**src/rtl/bpd_pkg.sv**
```systemverilog
package bpd_pkg;
   localparam int BPD_REG_LEN      = 0;
   localparam int BPD_REG_PAT_BASE = 1;

   function automatic int bpd_addr_w(input int num_pat);
      int w;
      w = $clog2(num_pat + 1);
      return (w < 1) ? 1 : w;
   endfunction

   function automatic int bpd_id_w(input int num_pat);
      return (num_pat > 1) ? $clog2(num_pat) : 1;
   endfunction
endpackage

```
**src/rtl/bpd_cfg_regs.sv**
```systemverilog
module bpd_cfg_regs #(
   parameter int MAX_LEN = 32,
   parameter int NUM_PAT = 2,
   parameter int LEN_W   = 6,
   parameter int AW      = 2
) (
   input  logic                             clk,
   input  logic                             rst_n,
   input  logic                             we,
   input  logic [AW-1:0]                    addr,
   input  logic [MAX_LEN-1:0]               wdata,
   output logic [LEN_W-1:0]                 len,
   output logic [NUM_PAT-1:0][MAX_LEN-1:0]  pats,
   output logic                             clr
);
   localparam logic [LEN_W-1:0] MAXL = LEN_W'(MAX_LEN);

   function automatic logic [MAX_LEN-1:0] alt_word(input logic lsb);
      logic [MAX_LEN-1:0] w;
      for (int k = 0; k < MAX_LEN; k++) w[k] = lsb ^ k[0];
      return w;
   endfunction

   logic [LEN_W-1:0] wlen;
   assign wlen = wdata[LEN_W-1:0];
   assign clr  = we && (int'(addr) <= NUM_PAT);

   always_ff @(posedge clk) begin
      if (!rst_n)
         len <= MAXL;
      else if (we && int'(addr) == bpd_pkg::BPD_REG_LEN)
         len <= (wlen == '0 || wlen > MAXL) ? MAXL : wlen;
   end

   for (genvar i = 0; i < NUM_PAT; i++) begin : g_pat
      logic [MAX_LEN-1:0] pat_q;
      always_ff @(posedge clk) begin
         if (!rst_n)
            pat_q <= alt_word((i % 2) == 0);
         else if (we && int'(addr) == bpd_pkg::BPD_REG_PAT_BASE + i)
            pat_q <= wdata;
      end
      assign pats[i] = pat_q;
   end
endmodule

```
**src/rtl/bpd_window.sv**
```systemverilog
module bpd_window #(
   parameter int MAX_LEN = 32,
   parameter int NUM_PAT = 2,
   parameter int LEN_W   = 6,
   parameter int ID_W    = 1
) (
   input  logic                             clk,
   input  logic                             rst_n,
   input  logic                             clr,
   input  logic                             shift,
   input  logic                             bit_in,
   input  logic [LEN_W-1:0]                 len,
   input  logic [NUM_PAT-1:0][MAX_LEN-1:0]  pats,
   output logic                             hit,
   output logic [ID_W-1:0]                  hit_id,
   output logic                             miss
);
   localparam logic [LEN_W-1:0] MAXL = LEN_W'(MAX_LEN);

   logic [MAX_LEN-1:0] hist_q, hist_n, mask;
   logic [LEN_W-1:0]   fill_q, fill_n;
   logic [NUM_PAT-1:0] eq;
   logic               full;

   assign hist_n = {hist_q[MAX_LEN-2:0], bit_in};
   assign fill_n = (fill_q == MAXL) ? MAXL : fill_q + 1'b1;
   assign full   = fill_n >= len;

   always_comb begin
      for (int k = 0; k < MAX_LEN; k++) mask[k] = (k < int'(len));
   end

   for (genvar i = 0; i < NUM_PAT; i++) begin : g_cmp
      assign eq[i] = ((hist_n ^ pats[i]) & mask) == '0;
   end

   always_comb begin
      hit_id = '0;
      for (int i = NUM_PAT - 1; i >= 0; i--) begin
         if (eq[i]) hit_id = ID_W'(i);
      end
   end

   assign hit  = shift && full && (|eq);
   assign miss = shift && full && !(|eq);

   always_ff @(posedge clk) begin
      if (!rst_n || clr) begin
         hist_q <= '0;
         fill_q <= '0;
      end else if (shift) begin
         hist_q <= hist_n;
         fill_q <= hit ? '0 : fill_n;
      end
   end
endmodule

```
**src/rtl/bpd_alt_run.sv**
```systemverilog
module bpd_alt_run #(
   parameter int LEN_W = 6
) (
   input  logic             clk,
   input  logic             rst_n,
   input  logic             clr,
   input  logic             shift,
   input  logic             bit_in,
   input  logic [LEN_W-1:0] len,
   output logic             flag
);
   logic [LEN_W-1:0] cnt_q, cnt_n;
   logic             prev_q;

   assign cnt_n = (cnt_q == '0 || bit_in != prev_q) ? cnt_q + 1'b1 : LEN_W'(1);
   assign flag  = shift && (cnt_n == len);

   always_ff @(posedge clk) begin
      if (!rst_n || clr) begin
         cnt_q  <= '0;
         prev_q <= 1'b0;
      end else if (shift) begin
         cnt_q  <= flag ? '0 : cnt_n;
         prev_q <= bit_in;
      end
   end
endmodule

```
**src/rtl/burst_preamble_detector.sv**
```systemverilog
module burst_preamble_detector
   import bpd_pkg::*;
#(
   parameter int  MAX_LEN = 32,
   parameter int  NUM_PAT = 2,
   parameter int  CNT_W   = 8,
   localparam int LEN_W   = $clog2(MAX_LEN + 1),
   localparam int AW      = bpd_addr_w(NUM_PAT),
   localparam int ID_W    = bpd_id_w(NUM_PAT)
) (
   input  logic               clk,
   input  logic               rst_n,
   input  logic               bit_valid,
   input  logic               bit_in,
   input  logic               cfg_we,
   input  logic [AW-1:0]      cfg_addr,
   input  logic [MAX_LEN-1:0] cfg_wdata,
   output logic               det_pulse,
   output logic [ID_W-1:0]    det_pat,
   output logic               alt_pulse,
   output logic [CNT_W-1:0]   run_cnt
);
   if (MAX_LEN < 2 || MAX_LEN > 32) begin : g_bad_len
      $error("MAX_LEN must lie in 2..32");
   end
   if (NUM_PAT < 1 || NUM_PAT > 4) begin : g_bad_pat
      $error("NUM_PAT must lie in 1..4");
   end
   if (CNT_W < 1) begin : g_bad_cnt
      $error("CNT_W must be at least 1");
   end

   localparam logic [CNT_W-1:0] CNT_MAX = {CNT_W{1'b1}};

   logic [LEN_W-1:0]                len;
   logic [NUM_PAT-1:0][MAX_LEN-1:0] pats;
   logic                            clr, shift, hit, miss, alt_flag;
   logic [ID_W-1:0]                 hit_id;

   assign shift = bit_valid && !clr;

   bpd_cfg_regs #(.MAX_LEN(MAX_LEN), .NUM_PAT(NUM_PAT), .LEN_W(LEN_W), .AW(AW)) u_cfg (
      .clk(clk), .rst_n(rst_n), .we(cfg_we), .addr(cfg_addr), .wdata(cfg_wdata),
      .len(len), .pats(pats), .clr(clr));

   bpd_window #(.MAX_LEN(MAX_LEN), .NUM_PAT(NUM_PAT), .LEN_W(LEN_W), .ID_W(ID_W)) u_win (
      .clk(clk), .rst_n(rst_n), .clr(clr), .shift(shift), .bit_in(bit_in),
      .len(len), .pats(pats), .hit(hit), .hit_id(hit_id), .miss(miss));

   bpd_alt_run #(.LEN_W(LEN_W)) u_alt (
      .clk(clk), .rst_n(rst_n), .clr(clr), .shift(shift), .bit_in(bit_in),
      .len(len), .flag(alt_flag));

   always_ff @(posedge clk) begin
      if (!rst_n || clr) begin
         det_pulse <= 1'b0;
         det_pat   <= '0;
         alt_pulse <= 1'b0;
         run_cnt   <= '0;
      end else begin
         det_pulse <= hit;
         det_pat   <= hit ? hit_id : '0;
         alt_pulse <= alt_flag;
         if (hit)
            run_cnt <= (run_cnt == CNT_MAX) ? CNT_MAX : run_cnt + 1'b1;
         else if (miss)
            run_cnt <= '0;
      end
   end
endmodule

```
**config.mk**
```make
export PLATFORM = sky130hd
export DESIGN_NAME = burst_preamble_detector
export DESIGN_NICKNAME = d
export VERILOG_FILES = /design/src/rtl/bpd_pkg.sv /design/src/rtl/bpd_cfg_regs.sv /design/src/rtl/bpd_window.sv /design/src/rtl/bpd_alt_run.sv /design/src/rtl/burst_preamble_detector.sv
export SDC_FILE = /design/constraint.sdc
export NUM_CORES = 1
export LEC_CHECK = 0
export ABC_AREA = 1
export BUFFER_PORTS_ARGS = -buffer_cell sky130_fd_sc_hd__buf_2
export CAP_MARGIN = 20
export CORE_MARGIN = 4
export CORE_UTILIZATION = 55
export CTS_BUF_LIST = sky130_fd_sc_hd__clkbuf_16
export CTS_CLUSTER_SIZE = 8
export DETAILED_ROUTE_END_ITERATION = 12
export GPL_TIMING_DRIVEN = 0
export PLACE_DENSITY = 0.74
export SLEW_MARGIN = 10
export SYNTH_ARGS = -nofsm -noshare
export SYNTH_HDL_FRONTEND = slang
export SYNTH_SLANG_ARGS = --single-unit
```
**constraint.sdc**
```tcl
create_clock -name clk -period 3.25 [get_ports clk]
set_input_delay 0.4875 -clock clk [delete_from_list [all_inputs] [get_ports clk]]
set_output_delay 0.4875 -clock clk [all_outputs]
set_load 0.03 [all_outputs]
```
After elaboration in Yosys (flattened, before gate mapping). Index checks and enable logic that the tools add are counted. Widths: inputs -> output; s select.

Word-level logic and storage cells: 92. Bits in registers: 125. Input bits: 39. Output and inout port bits: 11.

Multiplexer cells: 9. Order comparisons: 35. Equal/unequal tests: 6. Reduce and logical (&&, ||, !) cells: 23. $add $sub $neg: 3. Bitwise operators: 5.

Operators with widths (count): $lt 5x6->1 const A (16); $and 32x32->32 (2); $logic_not 32->1 (2); $xor 32x32->32 (2); $lt 4x6->1 const A (8); $mux 6 (5); $lt 3x6->1 const A (4); $mux 8 (3); $add 6x1->6 const B (2); $logic_not 6->1 (2); $lt 1x6->1 const A (2); $lt 2x6->1 const A (2); $logic_and 1x1->1 (9); $add 8x1->8 const B (1); $eq 8x8->1 const B (1); $eq 6x6->1 (1); $eq 6x6->1 const B (1); $ge 6x6->1 (1); $gt 6x6->1 const B (1); $eq 2x2->1 const B (2); $logic_not 1->1 (3); $logic_or 1x1->1 (3); $reduce_or 3->1 (1); $le 2x2->1 const B (1); 6 further kinds (6).

Depth between registers and ports, before layout. Gate-level depths: netlist of the first run.

Depth in word-level cells: 8. Depth in mapped cells: 15. Depth with buffers taken out: 15.

Cells and area by module. A second synthesis of the first run with hierarchy kept.

Cells, all modules: 966. Area total of the unflattened synthesis: 6561.3 um2.

By module, submodules not included: bpd_window (seq. area each 740.7 um2, cells each 464, area an instance 2919.0 um2, times used 1); bpd_cfg_regs (seq. area each 1401.3 um2, cells each 316, area an instance 2456.1 um2, times used 1); burst_preamble_detector (seq. area each 220.2 um2, cells each 89, area an instance 599.3 um2, times used 1); bpd_alt_run (seq. area each 140.1 um2, cells each 97, area an instance 586.8 um2, times used 1).

Worst setup path before layout of the first run. OpenSTA, ideal clock, no wires.

Path kind: register to register. Start: register u_win.fill_q[0]. End: register run_cnt[5]. Buffers on the path: 0. Cell stages (with the launch flop): 14. Library setup time: 0.060 ns. Data required time: 3.190 ns. Arrival time: 2.166 ns. Clock period less this slack: 2.226 ns. Slack: 1.024 ns. Path through: dfxtp_1 > inv_1 > ha_1 > and3_1 > or2_2 > ha_1 > inv_1 > a21boi_0 > o21ai_0 > a21oi_1 > nand2_4 > nor2_8 > nand2_1 > nand2_1.

Cells in the longest elaborated chain, start to end: 6. Elaborated cells between the ends (all ways): 9. Those cells by class: add/sub (1); order compare (1); eq/ne (1); mux (2); reduce/logical (4).

RTL lines: start: declaration (line bpd_window.sv:21) `logic [LEN_W-1:0] fill_q, fill_n;`; start signal: assignment (line bpd_window.sv:53) `fill_q <= hit ? '0 : fill_n;`; $add 6x1->6 or $eq 6x6->1 (tied branches) (line bpd_window.sv:26) `assign fill_n = (fill_q == MAXL) ? MAXL : fill_q + 1'b1;`; $mux 6 (*) (line bpd_window.sv:26); $ge 6x6->1 (*) (line bpd_window.sv:27) `assign full = fill_n >= len;`; $logic_and 1x1->1 (*) (line bpd_window.sv:44, bpd_window.sv:45); $logic_and 1x1->1 (on tied branches) (line bpd_window.sv:44, bpd_window.sv:45); $mux 8 or $reduce_bool 2->1 (tied branches); end signal: assignment (line burst_preamble_detector.sv:65) `run_cnt <= (run_cnt == CNT_MAX) ? CNT_MAX : run_cnt + 1'b1;`; end: declaration (line burst_preamble_detector.sv:21) `output logic [CNT_W-1:0] run_cnt`.

Every way passes the cells marked *; elsewhere a longest branch is shown, timed or not. A chain may end at the register's enable or synchronous reset.

Worst setup path in the final report of the first run.
Start: register u_win.fill_q[0]. End: register run_cnt[0].

The elaborated chain is that of the path after synthesis.

==> results.yml, run 1 <==
floorplan:
  ioPinCount: 50
  die_width_um: 115
  die-area_um2: 13200
  start_util_pct: 57.1
  core-area_um2: 11000
  dieHeight_um: 115
  rows: 38
timing:
  layout_setup_ws_ns: 0.680
  maxSlewHeadroom_pct: 44.8
  period_share_pct: 79.1
  max_clock_freq_ghz: 0.389
  tns_ns: 0
  skew_ns: 0.00738
  layout_min_cycle_time_ns: 2.57
  setup_violations: 0
  final-max-slew-violation-count: 0
  finalHoldViolCount: 0
  rsz0062_at_grt: "false"
  worst_pin_slew_ns: 0.828
  whs_ns: 0.292
clocking:
  path_clk_slew_ns: 0.06
  ctsResizeCount: 0
  cts-buffers-inserted: 17
  cts_setup_buffers: 0
  insertion_delay_ns: 0.42
  hold_buffers: 0
  clockRootBuffer: "clkbuf_16"
  clockBufferDepth: 2
  tritoncts: "built"
  clock-sinks: 124
  h-tree-depth: 4
power:
  power_density_nw_per_um2: 493
  power_mw: 3.54
  leakage_nw: 3.34
  ir_worst_vdd_uv: 294
worst_setup_path:
  crit_top_cell: "inv_1"
  cp_max_fo: 8
  worstPathArrival_ns: 2.88
  max_stage_delay_ns: 0.40
  crit_slowest_cell: "dfxtp_1"
  cp_top_family: "simple AND/OR/NAND/NOR gates"
  worstSetupEndpointType: "flip-flop"
  cp.buffers_inverters: 3
  path_class: "flip-flop to flip-flop"
  critPathLaunchType: "flip-flop"
  path_cells: "inv_1, ha_1, and3_1, or2_2, ha_1, inv_1, a21boi_0, o21ai_0, a21oi_1, inv_1, nand3_1, nand2_1"
  required_ns: 3.56
layout:
  diodes: 0
  areaGrowthSynthToFinish_pct: 14.2
  drive_gt1_share_pct: 8.53
  utilization_pct: 65.2
  final_nets: 1036
hold_path:
  hp-class: "input port to flip-flop"
synth:
  netlist_area_um2: 6300
  synth.largest_area_cell: "dfxtp_1"
  yosys_warnings: 0
  synth_top_area_share_pct: 39.4
  ys_seq_area_share_pct: 39.4
  synth-edff-count: 0
  synth_async_sr_flop_share_pct: 0
  synthTopCellsByArea: "dfxtp_1, nand2_1, xor2_1"
  synth_cell_types: 32
  yosysMostFrequentCell: "nand2_1"
  avgSynthCellArea_um2: 6.86
  ys.flop_type: "dfxtp_1"
  synthTopCellsByCount: "nand2_1, dfxtp_1, nor2_1, nand3_1, xor2_1"
  synth.ff_latch_count: 124
  synth_cells: 918
  syn-num-nets: 968
placement:
  place_hpwl_mm: 12.4
  place_ws_ns: 0.714
  gp_congestion: 0.876
  port_buffers: 49
global_route:
  grt_overflow: 0
  grt_use_total_pct: 27.8
  grt_first_pass_wirelength_mm: 28.4
  grt_max_degree: 17
  antenna_found_initial: 0
  first_global_vias: 5757
flow_run:
  drv_cap: 0
route:
  wl_mm: 17.5
  wl_per_cell_um: 15.4
  drt_iter0_markers: 494
  drt_first_pass_iters: 5
  viasPerCell: 5.43
  post-route-drc-count: 0
  final_antenna_net_count: 0
  vias: 6171
outcome:
  status: "finished, final reports clean"
-- worst reg2reg max path, stage by stage, from the launching register on --
cell	delay [ns]
dfxtp_1	0.40
inv_1	0.07
ha_1	0.19
and3_1	0.20
or2_2	0.29
ha_1	0.27
inv_1	0.03
a21boi_0	0.14
o21ai_0	0.09
a21oi_1	0.32
inv_1	0.25
nand3_1	0.13
nand2_1	0.06
-- path summary, 6_finish.rpt --
check                              to  slack [ns]  cells past startpoint             from
min          u_cfg.g_pat[0].pat_q[26]        0.29                      3    cfg_wdata[26]
max                        run_cnt[0]        0.68                     12  u_win.fill_q[0]
min reg2reg           u_win.fill_q[5]        0.47                      2  u_win.fill_q[5]
max reg2reg                run_cnt[0]        0.68                     12  u_win.fill_q[0]
-- cells in the final DEF, fill, tap and decap left out --
cell type and count:
o21ai_0 59, nand2_1 269, o31ai_1 1, nor2_2 4, xor2_1 61, a21boi_0 1
ha_1 11, nor4_1 2, clkinv_2 2, clkbuf_2 1, a21oi_1 58, buf_6 1
o21ai_1 2, dfxtp_1 124, inv_2 1, clkbuf_1 32, nor2_8 1, nor2_1 106
nand3b_1 1, a211oi_1 9, clkinv_1 8, or2_2 3, buf_2 50, nand4_1 5
and3_1 1, nor2_4 1, nand2_4 1, xnor2_1 3, o211ai_1 4, inv_1 57
nand3_1 93, nor3_1 4, clkbuf_16 17, nand2_2 3
-- routing by layer --
metal | global-route usage, % | routed length [um]
met5 | 0 | 0
met4 | 12.2 | 521
met3 | 6.16 | 1300
met2 | 42.7 | 7840
met1 | 37.5 | 7870
-- final cells by class --
cell class | count | area, um^2
Multi-Input combinational cell | 703 | 3460
Tap cell | 140 | 175
Clock buffer | 17 | 425
Buffer | 35 | 141
Sequential cell | 124 | 2480
Timing Repair Buffer | 49 | 245
Clock inverter | 12 | 47.5
Fill cell | 1054 | 3840
Inverter | 56 | 210
-- through the flow --
stage,instances,area (um^2)
detailed placement,1107,6720
global placement,1107,6720
floorplan,918,6300
finish,1136,7190
global route,1136,7190
CTS,1136,7190
-- sequential cells by signal, indices dropped and copies added (netlist names) --
signal and count:
u_cfg.g_pat.pat_q 64, u_win.hist_q 31, run_cnt 8, u_alt.cnt_q 6, u_cfg.len 6, u_win.fill_q 6
alt_pulse 1, det_pat 1, det_pulse 1
-- cell families (layout without fill, tap and decap cells) --
logic type	count (synthesis)	after routing	synth area share (%)
AND/OR/NAND/NOR	494	494	32.7
XOR/XNOR	64	64	8.90
adder cells (fa/ha/maj)	11	11	2.19
flip-flops	124	124	39.4
AO/OA/AOI/OAI	134	134	11.2
buffers and inverters	91	169	5.58
-- power breakdown --
group          internal [mW]  switching (mW)
clock network          0.924           0.633
registers               1.57          0.0430
logic                  0.122           0.246
total                   2.62           0.922
(Power assumes the default switching activity.)
==> run 2: changes to the inputs <==
Clock period 3.25 ns to 2.7 ns, I/O delays scaled along.
==> results.yml, run 2 (synthesis gave the netlist of run 1 again) <==
outcome:
  status: "finished, final reports clean"
global_route:
  antenna_found_initial: 0
  grt_overflow: 0
  grt_use_total_pct: 27.8
  grt_first_pass_wirelength_mm: 28.4
  grt_max_degree: 17
  first_global_vias: 5757
timing:
  final-max-slew-violation-count: 0
  max_clock_freq_ghz: 0.405
  setup_violations: 0
  skew_ns: 0.00784
  finalHoldViolCount: 0
  worst_pin_slew_ns: 0.821
  period_share_pct: 91.4
  rsz0062_at_grt: "false"
  tns_ns: 0
  maxSlewHeadroom_pct: 45.3
  layout_min_cycle_time_ns: 2.47
worst_setup_path:
  crit_slowest_cell: "dfxtp_1"
  r2r-end: "run_cnt[0]"
  critPathLaunchType: "flip-flop"
  path_cells: "inv_1, ha_1, and3_1, or2_2, ha_1, inv_1, a21boi_0, o21ai_0, a21oi_2, inv_1, nand3_1, nand2_1"
  r2r_slack_ns: 0.23
  crit_top_cell: "inv_1"
  reg2reg_from: "u_win.fill_q[0]"
  worstSetupEndpointType: "flip-flop"
  rr_worst_depth: 12
  worstPathArrival_ns: 2.78
  cp_max_fo: 8
  max_stage_delay_ns: 0.40
  path_class: "flip-flop to flip-flop"
  required_ns: 3.01
route:
  drt_first_pass_iters: 8
  final_antenna_net_count: 0
  wl_per_cell_um: 15.4
  vias: 6152
  wl_mm: 17.5
  post-route-drc-count: 0
  drt_iter0_markers: 499
  viasPerCell: 5.42
layout:
  diodes: 0
  final_common_cell: "nand2_1"
  areaGrowthSynthToFinish_pct: 14.2
  final_nets: 1036
  largest_reg_flops: 64
  final_cell_mix: "nand2_1, dfxtp_1, nor2_1"
  drive_gt1_share_pct: 8.63
  regMostFlops: "u_cfg.g_pat.pat_q"
  top_regs: "u_cfg.g_pat.pat_q: 64 flops, u_win.hist_q: 31 flops, run_cnt: 8 flops"
clocking:
  clockRootBuffer: "clkbuf_16"
  tritoncts: "built"
  insertion_delay_ns: 0.42
  h-tree-depth: 4
  cts_setup_buffers: 0
  clock-sinks: 124
  cts-buffers-inserted: 17
  path_clk_slew_ns: 0.06
  clockBufferDepth: 2
power:
  leakage_nw: 3.34
  ir_worst_vdd_uv: 353
  internal-power_mw: 3.15
  power_mw: 4.27
  power_frac_seq_pct: 45.6
  power_switching_share_pct: 26.1
  switchingPower_mw: 1.11
  p_clk_share_pct: 44.0
  p_comb_share_pct: 10.4
  power_density_nw_per_um2: 593
floorplan:
  rows: 38
  start_util_pct: 57.1
  die_width_um: 115
  die-area_um2: 13200
  dieHeight_um: 115
  core-area_um2: 11000
  ioPinCount: 50
placement:
  place_hpwl_mm: 12.4
  port_buffers: 49
  gp_congestion: 0.876
hold_path:
  whs_endpoint: "u_cfg.g_pat[0].pat_q[26]"
  worstHoldStart: "cfg_wdata[26]"
  hold-path-cell-count: 3
  hp-class: "input port to flip-flop"
flow_run:
  drv_cap: 0
## run 2: changes by cell type in the layout (fill, tap and decap cells not counted)
cell	delta
a21oi_1	-1
a21oi_2	+1
## run 2: power by group through the flow
stage / combinational [mW] / clock [mW] / sequential, mW
5_1_grt: 0.499 / 1.99 / 1.95
3_3_place_gp: 0.426 / 0 / 1.98
4_1_cts: 0.436 / 1.89 / 1.94
2_1_floorplan: 0.292 / 0 / 1.97
6_report: 0.443 / 1.88 / 1.95
3_5_place_dp: 0.432 / 0 / 1.98
## run 2: worst max-delay path: cells and delay by family (launching register included)
kind | cells | cell delay [ns]
and+or+nand+nor | 4 | 0.67
adders and majority gates | 2 | 0.46
buffers and inverters | 3 | 0.30
DFF | 1 | 0.40
AOI/OAI and AO/OA | 3 | 0.50
## run 2: worst max-delay path by stage
| stage | startpoint | to | slack (ns) | depth (start not counted) |
|---|---|---|---|---|
| CTS | u_win.fill_q[0] | run_cnt[0] | 0.13 | 12 |
| global route | u_win.fill_q[0] | run_cnt[4] | 0.10 | 13 |
| finish | u_win.fill_q[0] | run_cnt[0] | 0.23 | 12 |
| floorplan | u_win.fill_q[0] | run_cnt[5] | 0.47 | 13 |
| detailed placement | u_win.fill_q[0] | run_cnt[0] | 0.16 | 12 |
| global placement | u_win.fill_q[0] | run_cnt[7] | 0.20 | 13 |
## run 2: per-layer routing
layer,wire length [um],track usage (%),vias to the layer above
met3,1330,6.16,39
met1,7840,37.5,2806
met5,0,0,-
met4,492,12.2,0
li1,-,-,3106
met2,7830,42.7,201
## run 2: through the flow
stage          worst slack (ns)  instances  hold slack [ns]  utilization, %  area, um^2
4_1_cts                   0.127       1136            0.200            65.2        7190
3_3_place_gp              0.201       1107            0.456            60.9        6720
5_1_grt                   0.102       1136            0.212            65.2        7190
2_1_floorplan             0.474        918            0.443               -        6300
3_5_place_dp              0.164       1107            0.462            60.9        6720
6_report                  0.232       1136            0.205            65.2        7190
## run 2: area by class of cell
class,instances,area (um^2)
Clock inverter,12,47.5
Inverter,56,210
Tap cell,140,175
Timing Repair Buffer,49,245
Clock buffer,17,425
Buffer,35,141
Fill cell,1053,3840
Sequential cell,124,2480
Multi-Input combinational cell,703,3470
## run 2: what timing repair did
| action | 4_1_cts | 5_1_grt |
|---|---|---|
| endpoints found under the setup margin | 0 | 6 |
| resized for setup | 0 | 1 |
| hold buffers | 0 | 0 |
